File: src/rtl/acp_pkg.sv
package acp_pkg;
  localparam int unsigned DIV_W = 8;
  localparam logic [DIV_W-1:0] DIV_SAFE = DIV_W'(2);

  typedef struct packed {
    logic [DIV_W-1:0] div;
    logic             odd;
    logic             mclk_en;
    logic             wide;
    logic             cpol;
  } acp_cfg_t;
endpackage

File: src/rtl/acp_cfg_latch.sv
module acp_cfg_latch
  import acp_pkg::*;
(
  input  logic             clk_i,
  input  logic             rst_ni,
  input  logic             enable_i,
  input  logic [DIV_W-1:0] div_i,
  input  logic             odd_i,
  input  logic             mclk_en_i,
  input  logic             wide_i,
  input  logic             cpol_i,
  output acp_cfg_t         cfg_o
);
  acp_cfg_t cfg_q;
  logic     legal;

  assign legal = (div_i >= DIV_SAFE);

  always_ff @(posedge clk_i or negedge rst_ni) begin
    if (!rst_ni) begin
      cfg_q <= '{div: DIV_SAFE, odd: 1'b0, mclk_en: 1'b0, wide: 1'b0, cpol: 1'b0};
    end else if (!enable_i) begin
      cfg_q.div     <= legal ? div_i : DIV_SAFE;
      cfg_q.odd     <= legal & odd_i;
      cfg_q.mclk_en <= mclk_en_i;
      cfg_q.wide    <= wide_i;
      cfg_q.cpol    <= cpol_i;
    end
  end

  assign cfg_o = cfg_q;

  p_div_legal_r1: assert property (@(posedge clk_i) disable iff (!rst_ni)
    cfg_q.div >= DIV_SAFE);

  p_cfg_hold_r8: assert property (@(posedge clk_i) disable iff (!rst_ni)
    $past(enable_i) |-> cfg_q == $past(cfg_q));
endmodule

File: src/rtl/acp_frac_div.sv
module acp_frac_div
  import acp_pkg::*;
(
  input  logic             clk_i,
  input  logic             rst_ni,
  input  logic             run_i,
  input  logic [DIV_W-1:0] div_i,
  input  logic             odd_i,
  output logic             pre_o,
  output logic             tgl_o
);
  logic [DIV_W-1:0] ph_q;
  logic             pre_q;
  logic [DIV_W:0]   hi_len;
  logic [DIV_W:0]   hi_m1;
  logic [DIV_W-1:0] lo_m1;

  // high phase carries the extra odd cycle
  assign hi_len = {1'b0, div_i} + {{DIV_W{1'b0}}, odd_i};
  assign hi_m1  = hi_len - (DIV_W+1)'(1);
  assign lo_m1  = div_i - DIV_W'(1);
  assign tgl_o  = run_i && (ph_q == '0);

  always_ff @(posedge clk_i or negedge rst_ni) begin
    if (!rst_ni) begin
      pre_q <= 1'b0;
      ph_q  <= '0;
    end else if (!run_i) begin
      pre_q <= 1'b0;
      ph_q  <= '0;
    end else if (ph_q == '0) begin
      pre_q <= ~pre_q;
      ph_q  <= pre_q ? lo_m1 : hi_m1[DIV_W-1:0];
    end else begin
      ph_q  <= ph_q - DIV_W'(1);
    end
  end

  assign pre_o = pre_q;

  p_phase_bound_r2: assert property (@(posedge clk_i) disable iff (!rst_ni)
    {1'b0, ph_q} < hi_len);
endmodule

File: src/rtl/acp_bclk_gen.sv
module acp_bclk_gen #(
  parameter int unsigned SUB_NARROW = 8,
  parameter int unsigned SUB_WIDE   = 4
) (
  input  logic clk_i,
  input  logic rst_ni,
  input  logic run_i,
  input  logic mclk_en_i,
  input  logic wide_i,
  input  logic pre_i,
  input  logic tgl_i,
  output logic bclk_o,
  output logic rise_o,
  output logic fall_o
);
  localparam int unsigned SUB_MAX = (SUB_NARROW > SUB_WIDE) ? SUB_NARROW : SUB_WIDE;
  localparam int unsigned SUB_W   = (SUB_MAX > 2) ? $clog2(SUB_MAX) : 1;

  logic [SUB_W-1:0] s_q;
  logic [SUB_W-1:0] s_last;
  logic [SUB_W-1:0] s_half;
  logic             pre_rise;
  logic             edge_ev;
  logic             bclk_q;

  assign s_last   = wide_i ? SUB_W'(SUB_WIDE - 1) : SUB_W'(SUB_NARROW - 1);
  assign s_half   = wide_i ? SUB_W'(SUB_WIDE / 2) : SUB_W'(SUB_NARROW / 2);
  assign pre_rise = tgl_i && !pre_i;
  assign edge_ev  = run_i && (mclk_en_i ? (pre_rise && (s_q == '0 || s_q == s_half))
                                        : tgl_i);

  always_ff @(posedge clk_i or negedge rst_ni) begin
    if (!rst_ni) begin
      s_q    <= '0;
      bclk_q <= 1'b0;
    end else if (!run_i) begin
      s_q    <= '0;
      bclk_q <= 1'b0;
    end else begin
      if (edge_ev) bclk_q <= ~bclk_q;
      if (mclk_en_i && pre_rise) s_q <= (s_q == s_last) ? '0 : s_q + SUB_W'(1);
    end
  end

  assign bclk_o = bclk_q;
  assign rise_o = edge_ev && !bclk_q;
  assign fall_o = edge_ev && bclk_q;

  p_sub_bound_r3: assert property (@(posedge clk_i) disable iff (!rst_ni)
    s_q <= s_last);

  p_direct_follow_r4: assert property (@(posedge clk_i) disable iff (!rst_ni)
    ($past(run_i) && run_i && !mclk_en_i) |-> bclk_q == pre_i);
endmodule

File: src/rtl/acp_ws_gen.sv
module acp_ws_gen #(
  parameter int unsigned CH_LEN_NARROW = 16,
  parameter int unsigned CH_LEN_WIDE   = 32
) (
  input  logic clk_i,
  input  logic rst_ni,
  input  logic run_i,
  input  logic wide_i,
  input  logic rise_i,
  input  logic fall_i,
  output logic ws_o,
  output logic side_o
);
  localparam int unsigned B_W = $clog2(CH_LEN_WIDE);

  logic [B_W-1:0] b_q;
  logic [B_W-1:0] b_last;
  logic           ws_q;
  logic           side_q;

  assign b_last = wide_i ? B_W'(CH_LEN_WIDE - 1) : B_W'(CH_LEN_NARROW - 1);

  always_ff @(posedge clk_i or negedge rst_ni) begin
    if (!rst_ni) begin
      b_q    <= '0;
      ws_q   <= 1'b0;
      side_q <= 1'b0;
    end else if (!run_i) begin
      b_q    <= '0;
      ws_q   <= 1'b0;
      side_q <= 1'b0;
    end else begin
      if (fall_i) begin
        if (b_q == b_last) begin
          b_q  <= '0;
          ws_q <= ~ws_q;
        end else begin
          b_q  <= b_q + B_W'(1);
        end
      end
      if (rise_i) side_q <= ws_q;
    end
  end

  assign ws_o   = ws_q;
  assign side_o = side_q;

  p_ws_on_fall_r6: assert property (@(posedge clk_i) disable iff (!rst_ni)
    ($past(run_i) && ws_q != $past(ws_q)) |-> $past(fall_i));

  p_side_on_rise_r9: assert property (@(posedge clk_i) disable iff (!rst_ni)
    ($past(run_i) && side_q != $past(side_q)) |-> $past(rise_i));

  p_bit_bound_r5: assert property (@(posedge clk_i) disable iff (!rst_ni)
    b_q <= b_last);
endmodule

File: src/rtl/audio_clk_prescaler.sv
module audio_clk_prescaler
  import acp_pkg::*;
#(
  parameter int unsigned MCLK_PER_FRAME = 256,
  parameter int unsigned CH_LEN_NARROW  = 16,
  parameter int unsigned CH_LEN_WIDE    = 32
) (
  input  logic       clk_i,
  input  logic       rst_ni,
  input  logic       enable_i,
  input  logic [7:0] div_i,
  input  logic       odd_i,
  input  logic       mclk_en_i,
  input  logic       wide_i,
  input  logic       cpol_i,
  output logic       mclk_o,
  output logic       bclk_o,
  output logic       ws_o,
  output logic       chan_side_o
);
  localparam int unsigned SUB_NARROW = MCLK_PER_FRAME / (2 * CH_LEN_NARROW);
  localparam int unsigned SUB_WIDE   = MCLK_PER_FRAME / (2 * CH_LEN_WIDE);

  acp_cfg_t cfg;
  logic     pre, tgl, bclk_int, b_rise, b_fall, ws_int, side_int;

  acp_cfg_latch u_cfg (
    .clk_i, .rst_ni, .enable_i,
    .div_i(div_i[DIV_W-1:0]), .odd_i, .mclk_en_i, .wide_i, .cpol_i,
    .cfg_o(cfg)
  );

  acp_frac_div u_div (
    .clk_i, .rst_ni, .run_i(enable_i),
    .div_i(cfg.div), .odd_i(cfg.odd),
    .pre_o(pre), .tgl_o(tgl)
  );

  acp_bclk_gen #(.SUB_NARROW(SUB_NARROW), .SUB_WIDE(SUB_WIDE)) u_bclk (
    .clk_i, .rst_ni, .run_i(enable_i),
    .mclk_en_i(cfg.mclk_en), .wide_i(cfg.wide),
    .pre_i(pre), .tgl_i(tgl),
    .bclk_o(bclk_int), .rise_o(b_rise), .fall_o(b_fall)
  );

  acp_ws_gen #(.CH_LEN_NARROW(CH_LEN_NARROW), .CH_LEN_WIDE(CH_LEN_WIDE)) u_ws (
    .clk_i, .rst_ni, .run_i(enable_i), .wide_i(cfg.wide),
    .rise_i(b_rise), .fall_i(b_fall),
    .ws_o(ws_int), .side_o(side_int)
  );

  assign mclk_o      = pre & cfg.mclk_en;
  assign bclk_o      = bclk_int ^ cfg.cpol;
  assign ws_o        = ws_int;
  assign chan_side_o = side_int;

  p_idle_r7: assert property (@(posedge clk_i) disable iff (!rst_ni)
    !$past(enable_i) |-> (!mclk_o && !ws_o && !chan_side_o && bclk_o == $past(cpol_i)));

  p_ws_phase_r6: assert property (@(posedge clk_i) disable iff (!rst_ni)
    ($past(enable_i) && ws_o != $past(ws_o)) |-> (bclk_o == cfg.cpol));
endmodule

File: config.mk
export PLATFORM = sky130hd
export DESIGN_NAME = audio_clk_prescaler
export DESIGN_NICKNAME = d
export VERILOG_FILES = /design/src/rtl/acp_pkg.sv /design/src/rtl/acp_cfg_latch.sv /design/src/rtl/acp_frac_div.sv /design/src/rtl/acp_bclk_gen.sv /design/src/rtl/acp_ws_gen.sv /design/src/rtl/audio_clk_prescaler.sv
export SDC_FILE = /design/constraint.sdc
export NUM_CORES = 1
export LEC_CHECK = 0
export BUFFER_PORTS_ARGS = -buffer_cell sky130_fd_sc_hd__buf_4
export CAP_MARGIN = 20
export CORE_UTILIZATION = 45
export DETAILED_ROUTE_END_ITERATION = 8
export GPL_TIMING_DRIVEN = 0
export PLACE_DENSITY_LB_ADDON = 0.3
export SLEW_MARGIN = 20
export SYNTH_ARGS = -nofsm -noshare
export SYNTH_HDL_FRONTEND = slang
export SYNTH_HIERARCHICAL = 1
export SYNTH_SLANG_ARGS = --single-unit
File: constraint.sdc
create_clock -name clk_i -period 3.5 [get_ports clk_i]
set_input_delay 0.35 -clock clk_i [delete_from_list [all_inputs] [get_ports clk_i]]
set_output_delay 0.35 -clock clk_i [all_outputs]
set_load 0.01 [all_outputs]
After elaboration in Yosys (flattened, before gate mapping)
Index checks and enable logic that the tools add are counted.
- add/sub/neg operators: 6
- order comparisons: 1
- eq/ne operators: 9
- muxes and demuxes: 23
- bitwise operators: 6
- reductions and logical operators: 13
- operators by type and width (kind ; count):
    2-to-1 mux 8 bit ; 4
    subtractor 8 x 1 -> 8 bit (second input constant) ; 3
    2-to-1 mux 5 bit ; 4
    2-to-1 mux 3 bit ; 5
    inequality test 2 x 1 -> 1 bit (second input constant) ; 6
    2-to-1 mux 1 bit ; 10
    adder 8 x 1 -> 8 bit ; 1
    greater-or-equal comparator 8 x 2 -> 1 bit (second input constant) ; 1
    zero test 8 bit ; 1
    logical AND 1 bit ; 7
    == test 3 bit ; 2
    adder 5 x 1 -> 5 bit (second input constant) ; 1
    == test 5 bit ; 1
    adder 3 x 1 -> 3 bit (second input constant) ; 1
    zero test 3 bit ; 1
    inverter 1 bit ; 3
    AND 1 bit ; 2
    zero test 1 bit ; 2
    AND reduction 2 bit ; 1
    logical OR 1 bit ; 1
    XOR 1 bit ; 1
- register bits after elaboration: 32
- output and inout bits: 4
- word-level logic and storage cells: 70

Depth between registers and ports, before layout
- depth in word-level cells: 9
- mapped depth: 12
- depth with buffers taken out: 11

Cells and area by module
The synthesis kept the hierarchy.
- by module, submodules not included (module ; times used ; cells an instance ; area an instance (um2) ; seq. area each (um2)):
    acp_frac_div ; 1 ; 82 ; 705.7 ; 225.2
    acp_cfg_latch ; 1 ; 30 ; 485.5 ; 301.5
    acp_ws_gen ; 1 ; 36 ; 381.6 ; 175.2
    acp_bclk_gen ; 1 ; 31 ; 290.3 ; 100.1
    audio_clk_prescaler ; 1 ; 2 ; 15.0 ; 0.0

Least setup slack after synthesis
No wires, ideal clock.
- kind: flip-flop to flip-flop
- from: register u_div.ph_q[3]
- to: register u_ws.ws_q (netlist: u_ws/ws_o)
- library setup time: 0.078 ns
- data arrival time: 2.689 ns
- required time: 3.422 ns
- setup slack: 0.733 ns
- cell stages (with the launch flop): 12
- buffers on the path: 2
- clock period less this slack: 2.767 ns
- cells stage by stage: dfrtp_1 or4_1 buf_2 nor3_2 and2_1 a21boi_0 nand3_1 nor2_1 buf_6 nand4_4 or3_1 a21boi_1
- longest elaborated chain between the ends: 9
- RTL lines (element ; RTL line ; source):
    start, declared ; acp_frac_div.sv:12 ; logic [DIV_W-1:0] ph_q;
    start signal, assigned ; acp_frac_div.sv:33 ; ph_q <= pre_q ? lo_m1 : hi_m1[DIV_W-1:0];
    start signal, assigned ; acp_frac_div.sv:35 ; ph_q <= ph_q - DIV_W'(1);
    zero test 8 bit (*) ; acp_frac_div.sv:22 ; assign tgl_o = run_i && (ph_q == '0);
    logical AND 1 bit (*) ; acp_frac_div.sv:22 ;
    net tgl ; audio_clk_prescaler.sv:25 ; logic pre, tgl, bclk_int, b_rise, b_fall, ws_int, side_int;
    logical AND 1 bit ; acp_bclk_gen.sv:28 ; assign pre_rise = tgl_i && !pre_i;
    logical AND 1 bit ; acp_bclk_gen.sv:29 ; assign edge_ev = run_i && (mclk_en_i ? (pre_rise && (s_q == '0 || s_q == s_half))
    2-to-1 mux 1 bit (*) ; acp_bclk_gen.sv:29 ;
    logical AND 1 bit (*) ; acp_bclk_gen.sv:29 ;
    logical AND 1 bit (*) ; acp_bclk_gen.sv:47 ; assign fall_o = edge_ev && bclk_q;
    net b_fall ; audio_clk_prescaler.sv:25 ;
    inequality test 2 x 1 -> 1 bit (no source line) (*) ; -- ;
    AND reduction 2 bit (no source line) (*) ; -- ;
    end signal, assigned ; acp_ws_gen.sv:36 ; ws_q <= ~ws_q;
    end, declared ; acp_ws_gen.sv:18 ; logic ws_q;
The timed path passes the listed nets; every way through them passes the cells marked *.
A chain may end at the register's enable or synchronous reset.

Worst setup path in the final report
Same ends and word-level chain as after synthesis.

==> metrics.csv <==
stage,metric,value,unit
power_and_ir_drop,worst vdd ir,0.3198,mV
synthesis,Syn Nets,204,
routing,DRT Pass-1 Iters,4,
global_routing,Total GRT Usage,0.1864,
global_routing,first-pass GRT wire length,6.141,mm
critical_path,CP max FO,7,
min_path,Min-Delay Path Class,input port to async pin,
global_routing,GRT overflow,0,
critical_path,crit path capture type,flip-flop,
run_status,failing checks,hold timing,
sta,Fin. Hold Viols,2,
floorplanning,I/O pins,19,
floorplanning,Row Count,23,
critical_path,CP Class,flip-flop to flip-flop,
sta,Rel. slew slack,0.7036,
clock_network,CTS Hold Bufs,0,
critical_path,CP cell instances,"or4_1, buf_2, nor3_2, and2_1, a21boi_0, nand3_1, nor2_1, buf_6, nand4_4, or3_1, a21boi_1",
clock_network,htree depth,2,
routing,DRT iter0 DRCs,56,
run_status,status,"complete, but fails checks",
global_routing,vias in the first global route,1330,
clock_network,clock root buffer,clkbuf_8,
synthesis,top cell type's share of synthesized area,0.4131,
critical_path,slowest library cell on the worst path,or4_1,
cells_and_area,"most common cell after layout, fill and taps aside",dfrtp_1,
synthesis,main combinational cell family by area after synthesis,simple AND/OR/NAND/NOR gates,
power_and_ir_drop,Leak,0.9724,nW
routing,per-cell routed wire length,13.74,microns
critical_path,"CP delay by family, top",simple AND/OR/NAND/NOR gates,
cells_and_area,ant diodes,0,
synthesis,dominant cell type by area after synthesis,dfrtp_1,
routing,met1 WL,1.695,mm
clock_network,clk_lat worst skew,0.28,ns
critical_path,critical path's largest stage delay,0.52,ns
sta,setup TNS,0,ns
floorplanning,core area,4000,sq um
routing,DR vias,1346,
placed_design,cell count after placement,249,
routing,Via density,5.237,
floorplanning,Initial Utilization,0.4695,
synthesis,area share of fa/ha/maj cells after synthesis,0.05330,
synthesis,Post-Synth Simple-Gate Area,0.2039,
cells_and_area,Total Nets Final,229,
sta,final worst path period need,3.121,ns
synthesis,synth top area cells,"dfrtp_1, mux2_2, ha_1",
run,max-cap violations,0,
critical_path,CP required,3.70,ns
cells_and_area,post-route insts no fill,257,
synthesis,post-synthesis register bit count,32,
clock_network,postcts setup bufs,0,
routing,max layer used,met4,
routing,drt total wl,3.532,mm
sta,Worst Skew,0.005921,ns
sta,Final period util,0.8918,
routing,met2 routed wirelength,1.744,mm
synthesis,compound-gate portion of the synthesized area,0.1066,
sta,worst setup margin,0.3786,ns
synthesis,xor/xnor cell area share of the yosys netlist,0.07462,
synthesis,yosys warns,6,
sta,RSZ-0062 raised after global routing,no,
cells_and_area,ratio of cells with drive above 1 in the final layout,0.2126,
synthesis,Netlist Area Pre-Place,1878,sq um
clock_network,Max Root-Sink Buffers,2,
sta,Setup-failing EPs final,0,
synthesis,sequential cell area fraction in the yosys report,0.4270,
cells_and_area,final core occ,0.5458,
synthesis,mean area per synthesized cell,10.38,sq um
cells_and_area,"commonest non-fill, non-tap cells in the layout","dfrtp_1, buf_4, inv_1",
critical_path,Worst setup SP type,flip-flop,
sta,FMAX,320.4,MHz
clock_network,CTS Buf Count,5,
critical_path,CP Buf/Inv Count,2,
synthesis,cells after synthesis,181,
critical_path,crit path DAT,3.32,ns
routing,Final ANT Viol Nets,0,
global_routing,initial antenna violation count,0,
synthesis,"FFs w/ async S/R, synth",1.000,
routing,DR DRC count,0,
placed_design,Routability Congestion,0.7164,
routing,met3 WL,67,microns
placed_design,Setup WS pre-CTS,0.4016,ns
synthesis,Synth cell types,44,
clock_network,clk sinks,32,
global_routing,largest net degree at the start of global routing,33,
synthesis,proportion of synthesized area in mux cells,0.09127,
clock_network,PostCTS Resize Cnt,0,
clock_network,"CTS clk-pin slew, worst paths",0.07,ns
placed_design,DPL Wire Length,2.552,mm
synthesis,number of flops mapped to enable cells by yosys,0,
placed_design,PortBufs,18,
floorplanning,die height,66.60,microns
cells_and_area,Syn-to-layout area delta,16.26,%
sta,Hold WS,-0.004454,ns
floorplanning,die width,66.60,microns
synthesis,dominant synthesized flop cell,dfrtp_1,
clock_network,CTS tree,yes,
sta,Worst Tran Pin Value,0.4422,ns
sta,max-slew violations,0,
floorplanning,Die Area,4436,sq um
power_and_ir_drop,power per cell area,569.1,nW/um^2
-- metrics by stage --
stage / hold slack, ns / cell area (sq um) / power [mW]
floorplan: 0.05441 / 1878 / 0.7966
CTS: 0.01102 / 2183 / 1.256
detailed placement: 0.3124 / 2076 / 0.9056
global placement: 0.3132 / 2076 / 0.8982
finish: -0.004454 / 2183 / 1.242
global route: 0.02541 / 2183 / 1.336
-- cell usage after synthesis (all sizes together) (6+ instances only) --
library cell   n
dfrtp         31
inv           10
mux2           9
nand2          9
xor2           9
ha             8
nor2           8
nor2b          8
o21ai          8
a21oi          7
mux2i          7
xnor2          7
nand3          6
-- sequential cells by signal (all words and copies together), names as in the netlist --
signal and count:
u_bclk/bclk_o 1, u_bclk/s_q 3, u_cfg/cfg_o 12, u_div/ph_q 8, u_div/pre_o 1, u_ws/b_q 5, u_ws/side_o 1, u_ws/ws_o 1
-- cell type report --
type | count | area [sq um]
sequential | 32 | 802.0
fill | 368 | 1817
buffer | 7 | 43.79
inverter | 10 | 37.54
timing repair buffer | 18 | 135.1
clock buffer | 6 | 72.57
clock inverter | 2 | 35.03
multi-input combinational | 132 | 994.7
tap | 50 | 62.56
-- kinds of logic (layout without fill, tap and decap cells) --
family,count (synthesis),in the layout
AO/OA/AOI/OAI,31,31
XOR/XNOR,16,16
adder cells (fa/ha/maj),8,8
buffers and inverters,17,43
flip-flops,32,32
multiplexers,16,16
AND/OR/NAND/NOR,61,61
-- path summary, 6_finish.rpt --
path / start / end / slack (ns) / cells after the start
worst max-delay path: u_div/ph_q[3] / u_ws/ws_o / 0.38 / 11
worst min-delay path: rst_ni / u_ws/side_o / -0.004 / 1
worst max register to register: u_div/ph_q[3] / u_ws/ws_o / 0.38 / 11
worst min register to register: u_ws/side_o / u_ws/side_o / 0.55 / 2
max in group asynchronous: rst_ni / u_cfg/cfg_o[5] / 3.17 / 1
min in group clk_i: mclk_en_i / u_cfg/cfg_o[2] / 0.31 / 2
-- report_power, final --
group | total, mW | switching, mW | internal, mW
Combinational | 0.415 | 0.217 | 0.198
Clock | 0.341 | 0.130 | 0.211
Sequential | 0.486 | 0.0577 | 0.429
Total | 1.24 | 0.404 | 0.838
-- routing by layer --
metal / track usage / up-vias
met5: 0 / -
met4: 0.07447 / 0
met3: 0.04795 / 2
met2: 0.2955 / 12
met1: 0.2403 / 643
li1: - / 689
No activity file was read; power rests on OpenSTA's default activity.
